File: config.mk
export PLATFORM = sky130hd
export DESIGN_NAME = rlc_exec_unit
export DESIGN_NICKNAME = d
export VERILOG_FILES = /design/src/rtl/rlc_pkg.sv /design/src/rtl/rlc_decode.sv /design/src/rtl/rlc_bank_addr.sv /design/src/rtl/rlc_rotate.sv /design/src/rtl/rlc_sequencer.sv /design/src/rtl/rlc_exec_unit.sv
export SDC_FILE = /design/constraint.sdc
export NUM_CORES = 1
export LEC_CHECK = 0
export BUFFER_PORTS_ARGS = -buffer_cell sky130_fd_sc_hd__buf_2
export CORE_ASPECT_RATIO = 0.6
export CORE_UTILIZATION = 30
export CTS_BUF_LIST = sky130_fd_sc_hd__clkbuf_4
export DETAILED_ROUTE_END_ITERATION = 16
export GPL_TIMING_DRIVEN = 0
export PLACE_DENSITY = 0.64
export SETUP_SLACK_MARGIN = 0.4
export SYNTH_ARGS = -nofsm -noshare
export SYNTH_HDL_FRONTEND = slang
export SYNTH_SLANG_ARGS = --single-unit
File: constraint.sdc
create_clock -name clk_i -period 1.55 [get_ports clk_i]
set_clock_uncertainty 0.2 [all_clocks]
set_input_delay 0.155 -clock clk_i [delete_from_list [all_inputs] [get_ports clk_i]]
set_output_delay 0.155 -clock clk_i [all_outputs]
set_load 0.02 [all_outputs]
File: src/rtl/rlc_pkg.sv
package rlc_pkg;
  localparam int DATA_W  = 8;
  localparam int FILE_W  = 8;
  localparam int BANK_W  = 4;
  localparam int INSTR_W = 16;
  localparam int OPC_W   = 6;
  localparam int ADDR_W  = BANK_W + FILE_W;

  localparam logic [OPC_W-1:0] OPC_RLC = 6'b001101;

  typedef enum logic [1:0] {
    PH_DECODE = 2'd0,
    PH_READ   = 2'd1,
    PH_PROC   = 2'd2,
    PH_WRITE  = 2'd3
  } phase_e;

  typedef struct packed {
    logic              valid;
    logic              to_file;
    logic              banked;
    logic [FILE_W-1:0] faddr;
  } dec_t;
endpackage

File: src/rtl/rlc_decode.sv
module rlc_decode
  import rlc_pkg::*;
#(
  parameter int INSTR_WIDTH = INSTR_W
) (
  input  logic [INSTR_WIDTH-1:0] instr_i,
  output dec_t                   dec_o
);
  localparam int OPC_LSB = INSTR_WIDTH - OPC_W;

  always_comb begin
    dec_o.valid   = (instr_i[INSTR_WIDTH-1:OPC_LSB] == OPC_RLC);
    dec_o.to_file = instr_i[FILE_W+1];
    dec_o.banked  = instr_i[FILE_W];
    dec_o.faddr   = instr_i[FILE_W-1:0];
  end
endmodule

File: src/rtl/rlc_bank_addr.sv
module rlc_bank_addr #(
  parameter int                  F_W         = 8,
  parameter int                  B_W         = 4,
  parameter logic [F_W-1:0]      ACC_SPLIT   = 8'h60,
  parameter logic [B_W-1:0]      ACC_HI_BANK = 4'hF,
  localparam int                 A_W         = F_W + B_W
) (
  input  logic [F_W-1:0] faddr_i,
  input  logic           banked_i,
  input  logic [B_W-1:0] bsr_i,
  output logic [A_W-1:0] addr_o
);
  logic [B_W-1:0] bank;

  always_comb begin
    if (banked_i)                 bank = bsr_i;
    else if (faddr_i < ACC_SPLIT) bank = '0;
    else                          bank = ACC_HI_BANK;
    addr_o = {bank, faddr_i};
  end
endmodule

File: src/rtl/rlc_rotate.sv
module rlc_rotate #(
  parameter int W = 8
) (
  input  logic [W-1:0] opnd_i,
  input  logic         c_i,
  output logic [W-1:0] res_o,
  output logic         c_o,
  output logic         n_o,
  output logic         z_o
);
  assign res_o[0] = c_i;
  for (genvar i = 1; i < W; i++) begin : g_shift
    assign res_o[i] = opnd_i[i-1];
  end
  assign c_o = opnd_i[W-1];
  assign n_o = res_o[W-1];
  assign z_o = ~|res_o;
endmodule

File: src/rtl/rlc_sequencer.sv
module rlc_sequencer
  import rlc_pkg::*;
(
  input  logic   clk_i,
  input  logic   rst_ni,
  output phase_e phase_o
);
  phase_e ph_q, ph_d;

  always_comb begin
    unique case (ph_q)
      PH_DECODE: ph_d = PH_READ;
      PH_READ:   ph_d = PH_PROC;
      PH_PROC:   ph_d = PH_WRITE;
      default:   ph_d = PH_DECODE;
    endcase
  end

  always_ff @(posedge clk_i or negedge rst_ni) begin
    if (!rst_ni) ph_q <= PH_DECODE;
    else         ph_q <= ph_d;
  end

  assign phase_o = ph_q;

  assert_wrap_R9: assert property (@(posedge clk_i) disable iff (!rst_ni)
    (ph_q == PH_WRITE) |=> (ph_q == PH_DECODE));
  assert_step_R9: assert property (@(posedge clk_i) disable iff (!rst_ni)
    (ph_q == PH_READ) |=> (ph_q == PH_PROC));
endmodule

File: src/rtl/rlc_exec_unit.sv
module rlc_exec_unit
  import rlc_pkg::*;
#(
  parameter int                DW          = DATA_W,
  parameter int                FW          = FILE_W,
  parameter int                BW          = BANK_W,
  parameter int                IW          = INSTR_W,
  parameter logic [FW-1:0]     ACC_SPLIT   = 8'h60,
  parameter logic [BW-1:0]     ACC_HI_BANK = 4'hF,
  localparam int               AW          = FW + BW
) (
  input  logic          clk_i,
  input  logic          rst_ni,
  input  logic [IW-1:0] instr_i,
  input  logic [BW-1:0] bsr_i,
  input  logic          c_i,
  output logic [1:0]    phase_o,
  output logic [AW-1:0] mem_addr_o,
  output logic          mem_re_o,
  input  logic [DW-1:0] mem_rdata_i,
  output logic          mem_we_o,
  output logic [DW-1:0] mem_wdata_o,
  output logic [DW-1:0] w_o,
  output logic          w_we_o,
  output logic          flag_we_o,
  output logic          c_o,
  output logic          n_o,
  output logic          z_o
);
  phase_e         ph;
  dec_t           dec, ir_q;
  logic [BW-1:0]  bsr_q;
  logic           cin_q;
  logic [DW-1:0]  opnd_q, res_q, rot_res;
  logic           rot_c, rot_n, rot_z;
  logic           c_q, n_q, z_q;

  rlc_sequencer u_seq (
    .clk_i   (clk_i),
    .rst_ni  (rst_ni),
    .phase_o (ph)
  );

  rlc_decode #(.INSTR_WIDTH(IW)) u_dec (
    .instr_i (instr_i),
    .dec_o   (dec)
  );

  rlc_bank_addr #(
    .F_W(FW), .B_W(BW), .ACC_SPLIT(ACC_SPLIT), .ACC_HI_BANK(ACC_HI_BANK)
  ) u_addr (
    .faddr_i  (ir_q.faddr),
    .banked_i (ir_q.banked),
    .bsr_i    (bsr_q),
    .addr_o   (mem_addr_o)
  );

  rlc_rotate #(.W(DW)) u_rot (
    .opnd_i (opnd_q),
    .c_i    (cin_q),
    .res_o  (rot_res),
    .c_o    (rot_c),
    .n_o    (rot_n),
    .z_o    (rot_z)
  );

  // instruction, bank and carry are captured once per cycle, held to Q4
  always_ff @(posedge clk_i or negedge rst_ni) begin
    if (!rst_ni) begin
      ir_q   <= '0;
      bsr_q  <= '0;
      cin_q  <= 1'b0;
      opnd_q <= '0;
      res_q  <= '0;
      c_q    <= 1'b0;
      n_q    <= 1'b0;
      z_q    <= 1'b0;
    end else begin
      unique case (ph)
        PH_DECODE: begin
          ir_q  <= dec;
          bsr_q <= bsr_i;
          cin_q <= c_i;
        end
        PH_READ: if (ir_q.valid) opnd_q <= mem_rdata_i;
        PH_PROC: if (ir_q.valid) begin
          res_q <= rot_res;
          c_q   <= rot_c;
          n_q   <= rot_n;
          z_q   <= rot_z;
        end
        default: ;
      endcase
    end
  end

  always_comb begin
    mem_re_o  = (ph == PH_READ)  && ir_q.valid;
    flag_we_o = (ph == PH_WRITE) && ir_q.valid;
    mem_we_o  = flag_we_o &&  ir_q.to_file;
    w_we_o    = flag_we_o && !ir_q.to_file;
  end

  assign phase_o     = ph;
  assign mem_wdata_o = res_q;
  assign w_o         = res_q;
  assign c_o         = c_q;
  assign n_o         = n_q;
  assign z_o         = z_q;

  assert_rotate_R2: assert property (@(posedge clk_i) disable iff (!rst_ni)
    flag_we_o |-> (w_o[DW-1:1] == $past(mem_rdata_i[DW-2:0], 2)) && (w_o[0] == $past(c_i, 3)));
  assert_carry_R3: assert property (@(posedge clk_i) disable iff (!rst_ni)
    flag_we_o |-> (c_o == $past(mem_rdata_i[DW-1], 2)));
  assert_nz_R4: assert property (@(posedge clk_i) disable iff (!rst_ni)
    flag_we_o |-> (n_o == w_o[DW-1]) && (z_o == (w_o == '0)));
  assert_excl_dest_R5: assert property (@(posedge clk_i) disable iff (!rst_ni)
    !(w_we_o && mem_we_o));
  assert_same_addr_R6: assert property (@(posedge clk_i) disable iff (!rst_ni)
    mem_we_o |-> $stable(mem_addr_o) && $past(mem_re_o, 2));
  assert_read_phase_R9: assert property (@(posedge clk_i) disable iff (!rst_ni)
    mem_re_o |-> (phase_o == 2'd1));
  assert_write_phase_R9: assert property (@(posedge clk_i) disable iff (!rst_ni)
    (mem_we_o || w_we_o || flag_we_o) |-> (phase_o == 2'd3));
  assert_flag_hold_R10: assert property (@(posedge clk_i) disable iff (!rst_ni)
    !$past(flag_we_o) && (phase_o != 2'd3) |-> $stable({c_o, n_o, z_o}));
endmodule

# Yosys cells after proc, flatten, opt, wreduce, memory -nomap -nowiden
# Index checks and enable logic that the tools add are counted.
# totals
regBits,37
in_bits,31
output_inout_bits,37
elab_cells,30
# op_classes
magnitude_cmp,1
n_eq_ne,4
n_mux,3
n_reduce_logical,10
# op_table
cell,count
$lt 8x7->1 const B,1
$mux 4,2
$reduce_or 8->1,1
$eq 6x4->1 const B,1
$pmux 2 s3,1
$eq 2x2->1 const B,2
$logic_and 1x1->1,4
$reduce_and 2->1,2
$eq 2x1->1 const B,1
$logic_not 1->1,2
$logic_not 2->1,1

# Logic depth before layout (Yosys ltp)
# logic_depth
depth_word,3
depth_mapped,5
mapped_depth_nobuf,4

# Modules after synthesis
# A second synthesis with hierarchy kept.
# hier_totals
cells_unflattened,137
area_unflattened_um2,1840.5
# modules_own_cells
module,instances,cells_each,area_each_um2,seq_area_each_um2
rlc_exec_unit,1,87,1443.9,875.8
rlc_bank_addr,1,17,107.6,0.0
rlc_sequencer,1,8,105.1,50.0
rlc_rotate,1,13,93.8,0.0
rlc_decode,1,12,90.1,0.0

# Worst setup path after synthesis
# No wires, ideal clock.
# synth_path
kind,reg-to-reg
start,"register u_seq.ph_q[0], in the netlist u_seq.phase_o[0]"
end,register ir_q[0] (netlist name)
setup_time_ns,0.125
arrival_time_ns,1.315
required_time_ns,1.225
slack_ns,-0.090
stages_incl_launch_ff,5
n_path_buf,1
period_less_slack_ns,1.640
path_cell_list,dfrtp_1 > inv_1 > ha_1 > buf_2 > mux2_2
# synth_between
elab_chain_len,1
# synth_rtl
item,line,source
"start, declared",rlc_sequencer.sv:8,"phase_e ph_q, ph_d;"
"start signal, assigned",rlc_sequencer.sv:21,else ph_q <= ph_d;
$logic_not 2->1,rlc_exec_unit.sv:79,unique case (ph)
"end signal, assigned",rlc_exec_unit.sv:70,ir_q <= '0;
"end signal, assigned",rlc_exec_unit.sv:81,ir_q <= dec;
"end, declared",rlc_exec_unit.sv:31,"dec_t dec, ir_q;"
# No other way between the ends.
# A chain may end at the register's enable or synchronous reset.

# Worst setup path after layout
# layout_path
start,register ir_q[10] (netlist name)
end,output w_we_o
# layout_between
elab_chain_len,2
# layout_rtl
item,line,source
$logic_and 1x1->1,rlc_exec_unit.sv:99,flag_we_o = (ph == PH_WRITE) && ir_q.valid;
$logic_and 1x1->1,rlc_exec_unit.sv:101,w_we_o = flag_we_o && !ir_q.to_file;
"end, declared",rlc_exec_unit.sv:24,"output logic w_we_o,"
# No other way between the ends.

==> run metrics <==
status finished, violations left; failing checks hold timing, setup timing; pin count of the biggest net entering global routing 37; Placed Area 0.00208 mm^2; fraction of layout cells with a size suffix above 1 71.1%; unrepaired setup endpoints after global routing yes; I/O pin count 68; Syn Inst Count 121; worst-margin pin slew 0.818 ns; clk_lat worst skew 0.33 ns; Clock Power Share 25.1%; sequential share of power 51.7%; Final Non-Filler Cells 312; leakage 1.55 nW; Hold Path Class in -> async; maximum vdd drop 269 uV; CTS tree done; Slew headroom 45.5%; pwr dens 642 mW/mm^2; Worst EP arrival 1.39 ns; Routed wire per std cell 14.6 um; ANT nets after route 0; via count 1,373; core area 0.00508 mm^2; sequential fraction of the synthesis area 56.6%; Layout Utilization 62.2%; final-report hold violation count 37; GRT Residual Overflow 0; PortBufs 67; Yosys reg bits 36; Warnings, synthesis 0; CTS clk-pin slew, worst paths 0.11 ns; GR Util All Layers 17.3%; clk sink count 36; die area 0.00561 mm^2; Critical Path Source Type flop; Iter 0 DRT Violations 14; async set-reset flop share out of synthesis 100%; first-pass GRT wire length 6.83 mm; Initial Util 31.3%; Initial DRT Pass Iterations 3; WHS -0.289 ns; DRC Markers 0; number of global-route vias before repair 1,349; cell internal pwr 1.50 mW; Power, Total 2.03 mW; distinct cell type count of the synthesized netlist 22; gpl congestion 0.718; root buffer cell clkbuf_4; clock buffer count from CTS 5; P_sw 529 uW; most frequent cells in the layout buf_6, buf_2, dfrtp_1; final setup vio count 38; Crit Path Max Fanout 8; Crit Path Class reg -> out; max_cap viols 0; Post-CTS Hold Buffers 28; Net Sw Frac 26.1%; Area Growth Syn to Fin 98.6%; Post-synth EDFFs 0; Syn Nets 156; final net count 280; finished layout cell area 0.00316 mm^2; final slew viol count 0; Layout fillers 382; pre-CTS WS 0.0707 ns; most common cell after layout, fill and taps aside buf_6; ant diodes 0; Total Wirelength 4.55 mm; Via density 4.40; placed instance count 254; fin worst setup slack -0.190 ns; Die W 96.0 um; Tmin final 1.74 ns; crit end category output pin; WP data required 1.19 ns; CTS H-Tree Depth 2; Tcrit/Tclk final 112%; Post-DP HPWL 2.39 mm; Mean Syn Cell Area 13.2 um^2; Std-Cell Rows 20; initial antenna violation count 0; achievable frequency 575 MHz; Bufs on Longest Clock Path 2; Mapped Area 0.00159 mm^2; Comb power frac 23.2%; die height 58.4 um; ys flop type dfrtp_1
layout make-up:
cell class	count	area, um^2	area share, %
flip-flops and latches	36	907	28.7
clock buffers	7	52.6	1.66
clock inverters	1	3.75	0.119
inverters	8	35.0	1.11
repair buffers	116	1080	34.0
multi-input cells	59	786	24.9
plain buffers	19	218	6.89
well taps	66	82.6	2.61
cells by family after synthesis:
group	count (synthesis)	share of synthesized area (%)
flip-flops	36	56.6
AO/OA/AOI/OAI	12	4.72
multiplexers	28	19.8
AND/OR/NAND/NOR	14	5.27
buffers and inverters	27	10.5
adder cells (fa/ha/maj)	4	3.14
routing by layer:
metal	track usage (%)	up-vias	share of wire, %
met5	0	-	0
met4	9.17	0	1.6
met3	3.75	7	3.2
met1	22.0	682	44
li1	-	650	-
met2	27.8	34	51
cells in the mapped netlist, types with 2 or more instances:
cell	instances	share of area, %
ha_1	4	3.1
inv_1	8	1.9
dfrtp_1	36	57
nor4_1	2	0.79
a21oi_1	4	1.3
nand2_2	2	0.79
buf_4	17	8.0
o21ai_0	4	1.3
mux2_2	28	20
nand2_1	4	0.94
final timing paths:
check | slack (ns) | from | depth (start not counted) | endpoint
max in group asynchronous | 0.88 | rst_ni | 1 | ir_q[10]
setup / recovery | -0.19 | ir_q[10] | 3 | w_we_o
hold reg to reg | 0.33 | opnd_q[7] | 1 | c_o
setup reg to reg | -0.12 | u_seq.phase_o[0] | 6 | ir_q[0]
hold / removal | -0.29 | rst_ni | 1 | ir_q[8]
min in group clk_i | -0.06 | instr_i[11] | 3 | ir_q[10]
power groups by stage:
stage,logic [mW],registers (mW),clock network (mW)
after global routing,0.504,1.06,0.580
after global placement,0.279,1.06,0
final,0.470,1.05,0.510
after detailed placement,0.283,1.06,0
after CTS,0.444,1.05,0.535
after floorplan,0.149,1.07,0
what timing repair did:
item                                    in CTS  in global routing
setup buffers                               11                  9
gates cloned                                 2                  0
endpoints found under the setup margin      72                 73
resized for setup                          133                 20
pin swaps                                    5                  8
hold endpoints to repair                    60                 37
through the flow:
step	hold WS (ns)	setup TNS (ns)
2_1_floorplan	-0.341	0
3_3_place_gp	0.100	0
3_5_place_dp	0.101	0
4_1_cts	-0.278	-2.29
5_1_grt	-0.249	-4.98
6_report	-0.289	-2.52
flip-flops by register name, indices dropped and copies added (netlist names):
signal         count
mem_wdata_o        8
z_o                1
ir_q              11
opnd_q             8
u_seq.phase_o      2
bsr_q              4
c_o                1
cin_q              1
worst max-delay path: stages, from the launching register on:
cell and delay (ns):
dfrtp_2 0.59, and2_4 0.22, nor2b_4 0.13, buf_6 0.12
No activity file was read; power rests on OpenSTA's default activity.
